### config.mk
export PLATFORM = sky130hd
export DESIGN_NAME = timer_tick_gen
export DESIGN_NICKNAME = d
export VERILOG_FILES = /design/src/rtl/tick_pkg.sv /design/src/rtl/tick_prescaler.sv /design/src/rtl/tick_pin_edge.sv /design/src/rtl/tick_src_mux.sv /design/src/rtl/timer_tick_gen.sv
export SDC_FILE = /design/constraint.sdc
export NUM_CORES = 1
export LEC_CHECK = 0
export CORE_AREA = 10 10 47 49
export DETAILED_ROUTE_END_ITERATION = 8
export DIE_AREA = 0 0 57 59
export PLACE_DENSITY = 0.69
export SYNTH_ARGS = -nofsm -noshare
export SYNTH_HDL_FRONTEND = slang
export SYNTH_SLANG_ARGS = --single-unit
### constraint.sdc
create_clock -name clk -period 1.49 [get_ports clk]
set_clock_uncertainty 0.1 [all_clocks]
set_input_delay 0.447 -clock clk [delete_from_list [all_inputs] [get_ports clk]]
set_output_delay 0.447 -clock clk [all_outputs]
set_load 0.02 [all_outputs]
### src/rtl/tick_pkg.sv
package tick_pkg;

  typedef enum logic [2:0] {
    CS_OFF      = 3'b000,
    CS_DIV1     = 3'b001,
    CS_DIV8     = 3'b010,
    CS_DIV64    = 3'b011,
    CS_DIV256   = 3'b100,
    CS_DIV1024  = 3'b101,
    CS_PIN_FALL = 3'b110,
    CS_PIN_RISE = 3'b111
  } clk_src_e;

  localparam int unsigned N_TAPS = 4;

endpackage

### src/rtl/tick_prescaler.sv
module tick_prescaler #(
  parameter int unsigned LOG_A = 3,
  parameter int unsigned LOG_B = 6,
  parameter int unsigned LOG_C = 8,
  parameter int unsigned LOG_D = 10
) (
  input  logic                       clk,
  input  logic                       rst,
  output logic [tick_pkg::N_TAPS-1:0] tap_o
);

  localparam int unsigned CNT_W = LOG_D;

  logic [CNT_W-1:0] cnt;

  function automatic logic [CNT_W-1:0] tap_mask(input int unsigned idx);
    int unsigned lg;
    case (idx)
      0:       lg = LOG_A;
      1:       lg = LOG_B;
      2:       lg = LOG_C;
      default: lg = LOG_D;
    endcase
    return {CNT_W{1'b1}} >> (CNT_W - lg);
  endfunction

  always_ff @(posedge clk) begin
    if (rst) cnt <= '0;
    else     cnt <= cnt + 1'b1;
  end

  // A tap is high in the cycle before its low bits wrap to zero.
  for (genvar j = 0; j < int'(tick_pkg::N_TAPS); j++) begin : g_tap
    localparam logic [CNT_W-1:0] MASK = tap_mask(j);
    assign tap_o[j] = ((cnt & MASK) == MASK);
  end

  AST_CNT_STEP: assert property (@(posedge clk) disable iff (rst)
    !$past(rst) |-> (cnt[0] != $past(cnt[0])));
  AST_TAP_NEST_HI: assert property (@(posedge clk) disable iff (rst)
    tap_o[3] |-> tap_o[2]);
  AST_TAP_NEST_MID: assert property (@(posedge clk) disable iff (rst)
    tap_o[2] |-> (tap_o[1] && tap_o[0]));

endmodule

### src/rtl/tick_pin_edge.sv
module tick_pin_edge #(
  parameter int unsigned SYNC_STAGES = 2
) (
  input  logic clk,
  input  logic rst,
  input  logic pin_i,
  output logic rise_o,
  output logic fall_o
);

  // sh[SYNC_STAGES-1] is the synchronized level; sh[SYNC_STAGES] is its history.
  logic [SYNC_STAGES:0] sh;

  always_ff @(posedge clk) begin
    if (rst) sh <= '0;
    else     sh <= {sh[SYNC_STAGES-1:0], pin_i};
  end

  assign rise_o =  sh[SYNC_STAGES-1] & ~sh[SYNC_STAGES];
  assign fall_o = ~sh[SYNC_STAGES-1] &  sh[SYNC_STAGES];

  AST_EDGE_EXCL: assert property (@(posedge clk) disable iff (rst)
    !(rise_o && fall_o));
  AST_RISE_SINGLE: assert property (@(posedge clk) disable iff (rst)
    rise_o |=> !rise_o);
  AST_FALL_SINGLE: assert property (@(posedge clk) disable iff (rst)
    fall_o |=> !fall_o);

endmodule

### src/rtl/tick_src_mux.sv
module tick_src_mux
  import tick_pkg::*;
(
  input  logic              clk,
  input  logic              rst,
  input  clk_src_e          sel_i,
  input  logic [N_TAPS-1:0] tap_i,
  input  logic              rise_i,
  input  logic              fall_i,
  output logic              tick_o
);

  logic tick_d;

  always_comb begin
    case (sel_i)
      CS_OFF:      tick_d = 1'b0;
      CS_DIV1:     tick_d = 1'b1;
      CS_DIV8:     tick_d = tap_i[0];
      CS_DIV64:    tick_d = tap_i[1];
      CS_DIV256:   tick_d = tap_i[2];
      CS_DIV1024:  tick_d = tap_i[3];
      CS_PIN_FALL: tick_d = fall_i;
      CS_PIN_RISE: tick_d = rise_i;
      default:     tick_d = 1'b0;
    endcase
  end

  always_ff @(posedge clk) begin
    if (rst) tick_o <= 1'b0;
    else     tick_o <= tick_d;
  end

  AST_OFF_QUIET: assert property (@(posedge clk) disable iff (rst)
    (sel_i == CS_OFF) |=> !tick_o);
  AST_DIV1_FULL: assert property (@(posedge clk) disable iff (rst)
    (sel_i == CS_DIV1) |=> tick_o);
  AST_RISE_ONLY: assert property (@(posedge clk) disable iff (rst)
    (sel_i == CS_PIN_RISE && fall_i) |=> !tick_o);
  AST_FALL_ONLY: assert property (@(posedge clk) disable iff (rst)
    (sel_i == CS_PIN_FALL && rise_i) |=> !tick_o);

endmodule

### src/rtl/timer_tick_gen.sv
module timer_tick_gen #(
  parameter int unsigned LOG_A       = 3,
  parameter int unsigned LOG_B       = 6,
  parameter int unsigned LOG_C       = 8,
  parameter int unsigned LOG_D       = 10,
  parameter int unsigned SYNC_STAGES = 2
) (
  input  logic       clk,
  input  logic       rst,
  input  logic [2:0] clk_sel_i,
  input  logic       ext_pin_i,
  output logic       tick_o
);

  import tick_pkg::*;

  logic [N_TAPS-1:0] taps;
  logic              pin_rise;
  logic              pin_fall;
  clk_src_e          sel;

  assign sel = clk_src_e'(clk_sel_i);

  tick_prescaler #(
    .LOG_A(LOG_A), .LOG_B(LOG_B), .LOG_C(LOG_C), .LOG_D(LOG_D)
  ) u_presc (
    .clk  (clk),
    .rst  (rst),
    .tap_o(taps)
  );

  tick_pin_edge #(.SYNC_STAGES(SYNC_STAGES)) u_pin (
    .clk   (clk),
    .rst   (rst),
    .pin_i (ext_pin_i),
    .rise_o(pin_rise),
    .fall_o(pin_fall)
  );

  tick_src_mux u_mux (
    .clk   (clk),
    .rst   (rst),
    .sel_i (sel),
    .tap_i (taps),
    .rise_i(pin_rise),
    .fall_i(pin_fall),
    .tick_o(tick_o)
  );

  AST_RESET_QUIET: assert property (@(posedge clk)
    $past(rst) |-> !tick_o);

endmodule

==> flow_metrics.py <==
metrics = {
    "status": {
        "status": "completed",
    },
    "timing": {
        "slew_violations": 0,
        "setup_viol": 0,
        "hold_ws_ns": 0.3354,
        "maxSlewHeadroom_pct": 83.73,
        "period_share_pct": 96.16,
        "max_freq_mhz": 698.0,
        "hold_violations": 0,
        "tightest_slew_ns": 0.2419,
        "fin_crit_ns": 1.433,
        "rsz0062_at_grt": "yes",
    },
    "setup_path": {
        "max_stage_delay_ns": 0.32,
        "crit_cells": 1,
        "startpoint_type": "flop",
        "path_cells": "clkdlybuf4s15_1",
        "critPathMaxFanout": 1,
        "cp_top_family": "flip-flops",
        "worstPathRequired_ns": 0.94,
        "worstRegToRegCells": 5,
        "r2r_end": "u_mux.tick_o$_SDFF_PP0_",
        "worstReg2RegStart": "u_presc.cnt[1]$_SDFF_PP0_",
        "critPathBufInv": 1,
        "cp-end-kind": "primary output",
        "cp-startpoint": "u_mux.tick_o$_SDFF_PP0_",
        "arrival_ns": 0.89,
        "slowest_stage": "dfxtp_1",
        "ff2ff_setup_slack_ns": 0.13,
        "crit_type": "flop to primary output",
    },
    "clock_tree": {
        "cts_buffer_depth": 2,
        "cts_buffers": 3,
        "clk_pin_slew_worst_paths_ns": 0.08,
        "cts_hold_buf": 0,
        "clkSinkCount": 14,
        "cts_htree_levels": 1,
        "cts_root_buf": "clkbuf_4",
        "post_cts.repair.setup_buffers": 0,
        "insertion_delay_ns": 0.28,
        "tritoncts": "done",
    },
    "logic_synthesis": {
        "synth_seq_cells": 14,
        "yosysUniqueCellTypes": 20,
        "avgSynthCellArea_um2": 9.435,
        "yosys_warnings": 0,
        "yosysTopAreaCell": "dfxtp_1",
        "yosys-top-cells-area": "dfxtp_1 49%, nor2b_1 7.6%, xor2_1 6.1%",
        "synth_cells": 61,
        "netlist.area_leader.share_pct": 48.70,
        "seq_area_frac_synth_pct": 48.70,
        "syn_nets": 69,
        "synth.cell_area_um2": 575.6,
    },
    "global_routing": {
        "antenna_found_initial": 0,
        "grt.total_usage_pct": 6.201,
        "grt_pass1_vias": 393,
        "grt_max_degree": 9,
        "overflow": 0,
        "grt_pass1_wl_um": 1607,
    },
    "cells_and_area": {
        "fin_area_um2": 721.9,
        "final_util_pct": 51.52,
        "nets": 81,
        "area_growth_pct": 25.43,
        "drive_gt1_share_pct": 16.67,
        "n_antenna_cell": 0,
    },
    "worst_hold_path": {
        "hp-start": "u_presc.cnt[0]$_SDFF_PP0_",
        "hp-class": "flop to flop",
        "min_delay_worst_endpoint": "u_presc.cnt[0]$_SDFF_PP0_",
        "min_path_cells": 1,
    },
    "job": {
        "maxCapViolCount": 0,
    },
    "floorplan": {
        "dieHeight_um": 59,
        "ios": 7,
        "dieWidth_um": 57,
        "die-area_um2": 3363,
        "coreArea_um2": 1401,
        "start_util_pct": 41.07,
        "row_count": 14,
    },
    "power": {
        "totalPowerFinal_w": 0.0007159,
        "p_leak_nw": 0.2876,
        "ir_worst_vdd_v": 0.0006659,
        "power_density_nw_per_um2": 991.7,
    },
    "placed_design": {
        "placed_area_um2": 666.9,
        "routabilityCongestion": 0.6852,
        "hpwl_um": 750.3,
        "io_buffer_count": 6,
    },
    "route": {
        "drtAntennaViolNets": 0,
        "dr.pass1.iters": 4,
        "first_iter_violations": 13,
        "drcViolationCount": 0,
        "routed_wl_um": 1018,
        "wl_per_cell_um": 11.57,
        "vias": 445,
        "via_per_inst": 5.057,
    },
}
worst register-to-register path: stages, from the launching register on:
cell     delay, ns
dfxtp_1       0.36
ha_2          0.21
nand4_2       0.16
nor2_2        0.17
o32ai_1       0.09
nor4_1        0.19
placed cells by master, fill, tap and decap left out, types with 2 or more instances in the layout:
cell type	synthesis	layout
nor2b_1	7	6
inv_1	3	3
xnor2_1	3	3
nand2_1	4	4
nand4_1	2	2
buf_4	0	2
clkbuf_4	0	3
nand3_1	3	3
clkdlybuf4s50_1	0	4
dfxtp_1	14	13
xor2_1	4	4
nor2_1	8	8
synthesized netlist by cell type, drive strengths merged:
cell,n
a221oi,1
a311oi,1
and3,1
and4,1
clkbuf,1
dfxtp,14
ha,2
inv,3
nand2,4
nand3,3
nand4,3
nor2,10
nor2b,7
nor4,1
o21ai,1
o32ai,1
xnor2,3
xor2,4
final cells by class:
class                           instances  area [µm²]
Inverter                                3       11.26
Timing Repair Buffer                    8       77.57
Sequential cell                        14       281.5
Fill cell                             137       679.4
Clock buffer                            4       36.28
Multi-Input combinational cell         43       295.3
Tap cell                               16       20.02
cells by family after synthesis:
| kind of cell | count (synthesis) | share of synthesized area [%] |
|---|---|---|
| compound gates | 4 | 5.435 |
| xor+xnor | 7 | 10.65 |
| fa+ha+maj | 2 | 4.347 |
| buf+inv | 4 | 2.608 |
| flops | 14 | 48.70 |
| simple gates | 30 | 28.26 |
metal layers:
metal / track usage, % / up-vias / part of all wire (%)
met2: 9.302 / 11 / 50
li1: - / 226 / -
met5: 0 / - / 0
met4: 4.027 / 0 / 0
met3: 4.506 / 0 / 7.8
met1: 5.995 / 208 / 42
how the worst max path moves through the flow:
stage	to	slack, ns
2_1_floorplan	u_mux.tick_o$_SDFF_PP0_	0.21
3_3_place_gp	u_mux.tick_o$_SDFF_PP0_	-0.17
3_5_place_dp	u_mux.tick_o$_SDFF_PP0_	-0.24
4_1_cts	tick_o	0.02
5_1_grt	u_mux.tick_o$_SDFF_PP0_	-0.04
6_report	tick_o	0.06
registers in the layout (all words and copies together) (netlist names):
register / count
u_presc.cnt: 10
u_pin.sh: 3
u_mux.tick_o: 1
power breakdown:
part           switching (W)  internal (W)
sequential        0.00000837      0.000386
clock               0.000118      0.000149
combinational      0.0000234     0.0000313
total               0.000150      0.000566
per-stage QoR:
stage | setup slack, ns | TNS (ns) | instances
2_1_floorplan | 0.2061 | 0 | 61
3_3_place_gp | -0.1668 | -0.1668 | 84
3_5_place_dp | -0.2352 | -0.2352 | 84
4_1_cts | 0.01712 | 0 | 88
5_1_grt | -0.03622 | -0.03622 | 88
6_report | 0.05726 | 0 | 88
timing repair:
action,4_1_cts,5_1_grt
endpoints found under the setup margin,1,2
pin swaps,0,1
endpoints found under the hold margin,0,0
resized for setup,1,7
Power figures use the tool's default switching activity.
